<file path="config.mk">
export PLATFORM = sky130hd
export DESIGN_NAME = cascade_ack_ctrl
export DESIGN_NICKNAME = d
export VERILOG_FILES = /design/src/rtl/cack_pkg.sv /design/src/rtl/cack_unit.sv /design/src/rtl/cack_seq.sv /design/src/rtl/cascade_ack_ctrl.sv
export SDC_FILE = /design/constraint.sdc
export NUM_CORES = 1
export LEC_CHECK = 0
export BUFFER_PORTS_ARGS = -buffer_cell sky130_fd_sc_hd__buf_4
export CAP_MARGIN = 30
export CORE_ASPECT_RATIO = 1.75
export CORE_UTILIZATION = 48
export DETAILED_ROUTE_END_ITERATION = 10
export PLACE_DENSITY = 0.8
export SETUP_SLACK_MARGIN = 0.15
export SLEW_MARGIN = 20
export SYNTH_ARGS = -nofsm -noshare
export SYNTH_HDL_FRONTEND = slang
export SYNTH_SLANG_ARGS = --single-unit
</file>
<file path="constraint.sdc">
create_clock -name clk -period 3.4 [get_ports clk]
set_clock_uncertainty 0.05 [all_clocks]
set_input_delay 0.85 -clock clk [delete_from_list [all_inputs] [get_ports clk]]
set_output_delay 0.85 -clock clk [all_outputs]
set_load 0.01 [all_outputs]
</file>
<file path="src/rtl/cack_pkg.sv">
package cack_pkg;

    localparam int N_IN     = 8;
    localparam int IDX_W    = $clog2(N_IN);
    localparam int BASE_W   = 8 - IDX_W;
    localparam int SPUR_IDX = N_IN - 1;

    typedef struct packed {
        logic             valid;
        logic [IDX_W-1:0] idx;
    } sel_t;

    typedef enum logic [1:0] {
        PH_IDLE   = 2'd0,
        PH_FIRST  = 2'd1,
        PH_GAP    = 2'd2,
        PH_SECOND = 2'd3
    } phase_e;

    // lowest set index wins
    function automatic sel_t prio_pick(input logic [N_IN-1:0] v);
        sel_t r;
        r.valid = |v;
        r.idx   = '0;
        for (int i = N_IN - 1; i >= 0; i--) begin
            if (v[i]) r.idx = IDX_W'(i);
        end
        return r;
    endfunction

    function automatic logic [IDX_W-1:0] sel_idx(input sel_t s);
        return s.valid ? s.idx : IDX_W'(SPUR_IDX);
    endfunction

endpackage

</file>
<file path="src/rtl/cack_unit.sv">
module cack_unit
    import cack_pkg::*;
(
    input  logic             clk,
    input  logic             rst,
    input  logic [N_IN-1:0]  irq,
    input  logic [N_IN-1:0]  mask,
    input  logic             take,
    input  logic             clr,
    input  logic [IDX_W-1:0] clr_idx,
    input  logic             eoi,
    output logic             int_req,
    output sel_t             pick
);

    logic [N_IN-1:0] irq_q, irr, isr, irr_d, isr_d;
    sel_t            top_isr;

    always_comb begin
        pick    = prio_pick(irr & ~mask);
        top_isr = prio_pick(isr);
        int_req = pick.valid && (!top_isr.valid || (pick.idx < top_isr.idx));
    end

    always_comb begin
        irr_d = (irr | (irq & ~irq_q)) & irq;
        isr_d = isr;
        if (eoi && top_isr.valid) isr_d[top_isr.idx] = 1'b0;
        if (clr) isr_d[clr_idx] = 1'b0;
        if (take && pick.valid) begin
            irr_d[pick.idx] = 1'b0;
            isr_d[pick.idx] = 1'b1;
        end
    end

    always_ff @(posedge clk) begin
        irq_q <= irq;
        if (rst) begin
            irr <= '0;
            isr <= '0;
        end else begin
            irr <= irr_d;
            isr <= isr_d;
        end
    end

    p_grant_moves_r6: assert property (@(posedge clk) disable iff (rst)
        (take && pick.valid) |=> (isr[$past(pick.idx)] && !irr[$past(pick.idx)]));

    p_mask_blocks_r4: assert property (@(posedge clk) disable iff (rst)
        int_req |-> ((irr & ~mask) != '0));

    p_auto_clear_r10: assert property (@(posedge clk) disable iff (rst)
        (clr && !take) |=> !isr[$past(clr_idx)]);

    p_eoi_one_bit_r11: assert property (@(posedge clk) disable iff (rst)
        (eoi && !take && !clr && (isr != '0)) |=> ($countones($past(isr) ^ isr) == 1));

endmodule

</file>
<file path="src/rtl/cack_seq.sv">
module cack_seq
    import cack_pkg::*;
(
    input  logic   clk,
    input  logic   rst,
    input  logic   ack_n,
    output logic   first_fall,
    output logic   first_rise,
    output logic   second_rise,
    output logic   in_second
);

    logic   ack_q;
    phase_e phase, phase_d;
    logic   fall, rise;

    always_comb begin
        fall        = ack_q && !ack_n;
        rise        = !ack_q && ack_n;
        first_fall  = (phase == PH_IDLE)   && fall;
        first_rise  = (phase == PH_FIRST)  && rise;
        second_rise = (phase == PH_SECOND) && rise;
        in_second   = (phase == PH_SECOND);
        phase_d     = phase;
        unique case (phase)
            PH_IDLE:   if (fall) phase_d = PH_FIRST;
            PH_FIRST:  if (rise) phase_d = PH_GAP;
            PH_GAP:    if (fall) phase_d = PH_SECOND;
            PH_SECOND: if (rise) phase_d = PH_IDLE;
            default:   phase_d = PH_IDLE;
        endcase
    end

    always_ff @(posedge clk) begin
        if (rst) begin
            ack_q <= 1'b1;
            phase <= PH_IDLE;
        end else begin
            ack_q <= ack_n;
            phase <= phase_d;
        end
    end

    p_second_after_gap_r5: assert property (@(posedge clk) disable iff (rst)
        (phase == PH_SECOND) |-> ($past(phase) == PH_GAP || $past(phase) == PH_SECOND));

endmodule

</file>
<file path="src/rtl/cascade_ack_ctrl.sv">
module cascade_ack_ctrl
    import cack_pkg::*;
#(
    parameter int CASC_IN  = 2,
    parameter int SLAVE_ID = 2
) (
    input  logic              clk,
    input  logic              rst,
    input  logic [N_IN-1:0]   irq_m,
    input  logic [N_IN-1:0]   irq_s,
    input  logic [N_IN-1:0]   mask_m,
    input  logic [N_IN-1:0]   mask_s,
    input  logic [BASE_W-1:0] base_m,
    input  logic [BASE_W-1:0] base_s,
    input  logic              aeoi_en,
    input  logic              ack_n,
    input  logic              eoi_m,
    input  logic              eoi_s,
    output logic              int_out,
    output logic [IDX_W-1:0]  cas_id,
    output logic              vec_valid,
    output logic [7:0]        vec
);

    localparam logic [N_IN-1:0] CASC_BIT = N_IN'(1) << CASC_IN;

    logic            first_fall, first_rise, second_rise, in_second;
    logic            s_int, s_take, hit_slave, done_m, done_s;
    logic [N_IN-1:0] m_lines;
    sel_t            m_pick, s_pick, m_sel_q, s_sel_q;
    logic [IDX_W-1:0] cas_q;

    cack_seq u_seq (
        .clk         (clk),
        .rst         (rst),
        .ack_n       (ack_n),
        .first_fall  (first_fall),
        .first_rise  (first_rise),
        .second_rise (second_rise),
        .in_second   (in_second)
    );

    always_comb begin
        m_lines   = irq_m | (s_int ? CASC_BIT : '0);
        s_take    = first_fall && m_pick.valid && (m_pick.idx == IDX_W'(CASC_IN));
        hit_slave = m_sel_q.valid && (cas_q == IDX_W'(SLAVE_ID));
        done_m    = second_rise && aeoi_en && m_sel_q.valid;
        done_s    = done_m && hit_slave && s_sel_q.valid;
    end

    cack_unit u_master (
        .clk     (clk),
        .rst     (rst),
        .irq     (m_lines),
        .mask    (mask_m),
        .take    (first_fall),
        .clr     (done_m),
        .clr_idx (m_sel_q.idx),
        .eoi     (eoi_m),
        .int_req (int_out),
        .pick    (m_pick)
    );

    cack_unit u_slave (
        .clk     (clk),
        .rst     (rst),
        .irq     (irq_s),
        .mask    (mask_s),
        .take    (s_take),
        .clr     (done_s),
        .clr_idx (s_sel_q.idx),
        .eoi     (eoi_s),
        .int_req (s_int),
        .pick    (s_pick)
    );

    always_ff @(posedge clk) begin
        if (rst) begin
            m_sel_q <= '0;
            s_sel_q <= '0;
            cas_q   <= '0;
        end else begin
            if (first_fall) begin
                m_sel_q <= m_pick;
                s_sel_q <= s_take ? s_pick : '0;
            end
            if (first_rise) cas_q <= sel_idx(m_sel_q);
        end
    end

    always_comb begin
        cas_id    = cas_q;
        vec_valid = in_second;
        vec       = '0;
        if (in_second) begin
            if (hit_slave) vec = {base_s, sel_idx(s_sel_q)};
            else           vec = {base_m, sel_idx(m_sel_q)};
        end
    end

    p_vec_in_pulse_r5: assert property (@(posedge clk) disable iff (rst)
        vec_valid |-> !$past(ack_n));

    p_spurious_code_r9: assert property (@(posedge clk) disable iff (rst)
        (vec_valid && !m_sel_q.valid) |-> (vec == {base_m, IDX_W'(SPUR_IDX)}));

    p_cas_held_r7: assert property (@(posedge clk) disable iff (rst)
        in_second |-> $stable(cas_id));

endmodule

</file>
==> out/metrics.yaml <==
timing.final.max_slew_violations: 0
worst_r2r_endpoint: "u_master.irq_q[2]"
detail_route_antenna_nets: 0
routedWlPerCell_um: 15.5
power_leakage_nw: 1.57
run_status: "finished, final reports clean"
die_extent_in_y_um: 108
synth.cell_area_mm2: 0.00306
grt_first_pass_wirelength_um: 12800
rsz_0062_raised_after_global_routing: "false"
worst_pin_slew_ps: 486
worst_ep_arrival_time_ps: 2300
primary_flip_flop_cell_chosen_by_synthesis_mapping: "dfxtp_1"
synth_compound_gate_area_share_pct: 19.8
antennaDiodeCount: 0
cp_max_fo: 4
total_power_mw: 1.89
whs_endpoint: "u_master.irr[4]"
yosysTopAreaCell: "dfxtp_1"
finalSetupViolations: 0
synth_common_cells: "62 x dfxtp_1, 37 x nand2b_1, 31 x nor2_1, 30 x a21oi_1, 24 x nand2_1"
slowest_stage: "ha_1"
pwrdens_mw_per_mm2: 488
yosys-mux-area-fraction_pct: 1.96
cpMostUsedCell: "buf_4"
reg2reg_from: "u_slave.irr[0]"
synth_edf_count: 0
synth_top_cells_by_area: "dfxtp_1 41%, nand2b_1 7.6%, a21oi_1 4.9%"
worstHoldPathType: "flop to flop"
yosysMostFrequentCell: "dfxtp_1"
avgViaCountPerCell: 5.85
ys_types: 54
total_of_warnings_raised_by_yosys: 0
grt_max_degree: 51
yosys_reg_bits: 62
die_width_um: 62.4
clockRootBuffer: "clkbuf_8"
pin_count: 61
drt_pre_antenna_iters: 4
antenna_found_initial: 0
clock_path_buffers: 2
largest_family_of_logic_cells_by_synthesized_area: "simple AND/OR/NAND/NOR gates"
syn_inst: 353
worst-r2r-cell-count: 8
remaining_drc_errors: 0
holdPathStages: 1
routed_wirelength_um: 7810
clock_pin_slew_worst_setup_and_hold_paths_ps: 70
placementRows: 38
routabilityCongestion: 0.916
layout.filler_cells: 545
slew_headroom_pct: 67.2
initial_core_util_pct: 49.5
post_synth_xor_area_fraction_pct: 0
timing.critical_path.buf_inv: 2
core_area_mm2: 0.00618
synthAdderAreaFrac_pct: 3.27
timing.setup.critical_path_class: "input port to primary output"
slowest_delay_ps: 250
critical_path_start_type: "input port"
synth.yosys.seq_area_share_pct: 40.5
timing.fmax_mhz: 313
fin_nets: 476
detailedRoute.firstIterationViolations: 201
drive_above_1_share_pct: 21.9
crit_path_cell_trace: "buf_4 > nand2b_4 > nor2b_1 > a21oi_2 > ha_1 > o21a_1 > o22ai_1 > a31oi_1 > nor2_1 > buf_4"
cts_buffers: 9
grt.total_usage_pct: 24.5
cts_tree: "done"
grt.overflow.total: 0
post_synth_and_or_nand_nor_area_fraction_pct: 31.3
post-synth-top-area-fraction_pct: 40.5
cap_violations: 0
dp_hpwl_um: 5880
synth_area_per_cell_um2: 8.67
post-route-period-util_pct: 94.0
timing.final.hold_violations: 0
worst_hold_slack_ps: 391
area.growth.synth_to_final_pct: 26.5
worst_skew_pair.late_latency_ps: 340
critical_path.top_delay_family: "compound AO/OA/AOI/OAI gates"
num_vias: 2952
crit_path_end_kind: "primary output"
crit_required_ps: 2500
r2r_setup_slack_ps: 1060
period_needed_ps: 3200
path_depth: 10
finalInstanceArea_mm2: 0.00387
fin_util_pct: 62.7
vias_in_the_first_global_route: 2854
min_from: "u_master.irq_q[4]"
postSynthNetCount: 409
cts-htree-levels: 3
buffer_ports.inserted: 60
clock-sinks: 62
dieArea_mm2: 0.00671
fin_tns_setup_ps: 0
synth-async-reset-ratio_pct: 0
post_dp_cell_area_mm2: 0.00360
max-vdd-ir-drop_mv: 0.405
worst max-delay path by stage:
stage,startpoint,end,slack (ps)
2_1_floorplan,mask_m[5],int_out,410
3_3_place_gp,mask_m[6],int_out,140
3_5_place_dp,mask_m[6],int_out,110
4_1_cts,mask_m[6],int_out,150
5_1_grt,mask_m[3],int_out,140
6_report,mask_m[3],int_out,200
cell usage in the layout, fill, tap and decap left out, types with 3 or more instances in the layout:
cell type / Yosys / layout
nor4_1: 3 / 3
a22oi_1: 4 / 4
o21ai_0: 9 / 9
o22ai_1: 3 / 3
nor2b_1: 18 / 16
nand4_1: 4 / 4
nor2_1: 31 / 31
o211ai_1: 5 / 5
inv_1: 16 / 16
ha_1: 8 / 8
dfxtp_1: 62 / 62
nand2b_1: 37 / 37
nand2_1: 24 / 24
nand3_1: 5 / 5
or4_1: 3 / 3
and4b_1: 9 / 9
mux2i_1: 6 / 6
clkbuf_8: 0 / 11
and2_1: 3 / 3
nor3_1: 6 / 6
a211oi_1: 3 / 3
a21oi_1: 30 / 28
bufinv_16: 0 / 3
o311ai_0: 3 / 3
buf_4: 0 / 65
nand3b_1: 9 / 9
o221ai_1: 7 / 7
o31ai_1: 3 / 3
a21oi_2: 1 / 3
repair_timing:
item | in CTS | in global routing
setup buffers | 0 | 1
pin swaps | 0 | 1
setup endpoints to repair | 1 | 1
hold buffers | 0 | 0
resized for setup | 2 | 3
endpoints found under the hold margin | 0 | 0
per-stage QoR:
| stage | std cells | setup WS [ps] |
|---|---|---|
| 2_1_floorplan | 353 | 410 |
| 3_3_place_gp | 488 | 141 |
| 6_report | 505 | 203 |
| 3_5_place_dp | 488 | 114 |
| 5_1_grt | 505 | 140 |
| 4_1_cts | 504 | 151 |
state kept, by name (all words and copies together), names as in the netlist:
name / count
u_seq.ack_q: 1
cas_id: 3
u_slave.isr: 8
u_seq.phase: 2
u_master.irr: 8
u_master.irq_q: 8
u_slave.irr: 8
s_sel_q: 4
u_slave.irq_q: 8
m_sel_q: 4
u_master.isr: 8
worst register-to-register path, cell delays in order (launching register included):
cell and delay (ps):
dfxtp_1 320, nor2b_1 160, or4_1 630, a21oi_1 240, ha_1 200, inv_1 50
a221o_1 310, a31oi_1 180, nor2_1 90
metal layers:
metal	wire length (um)	vias up	GRT usage, %
met2	4350	95	46.4
met4	360	0	17.9
met5	0	-	0
met1	2780	1397	22.9
li1	-	1427	-
met3	325	33	4.98
logic make-up (layout without fill, tap and decap cells):
kind of cell               after synthesis  in the layout
AOI/OAI and AO/OA                       88             88
DFF                                     62             62
and+or+nand+nor                        164            164
muxes                                    6              6
adders and majority gates                8              8
buffers and inverters                   25             97
cell type report:
| class | count | area, um2 | area share, % |
|---|---|---|---|
| multi-input combinational | 266 | 1740 | 44.8 |
| sequential | 62 | 1240 | 32.0 |
| timing repair buffer | 65 | 488 | 12.6 |
| clock buffer | 13 | 159 | 4.10 |
| tap | 80 | 100 | 2.58 |
| clock inverter | 3 | 90.1 | 2.33 |
| inverter | 16 | 60.1 | 1.55 |
report_power, final:
group	switching [mW]	internal, mW
Clock	0.275	0.528
Sequential	0.0288	0.763
Combinational	0.152	0.142
Note: power is estimated with default switching activity, not from simulation.
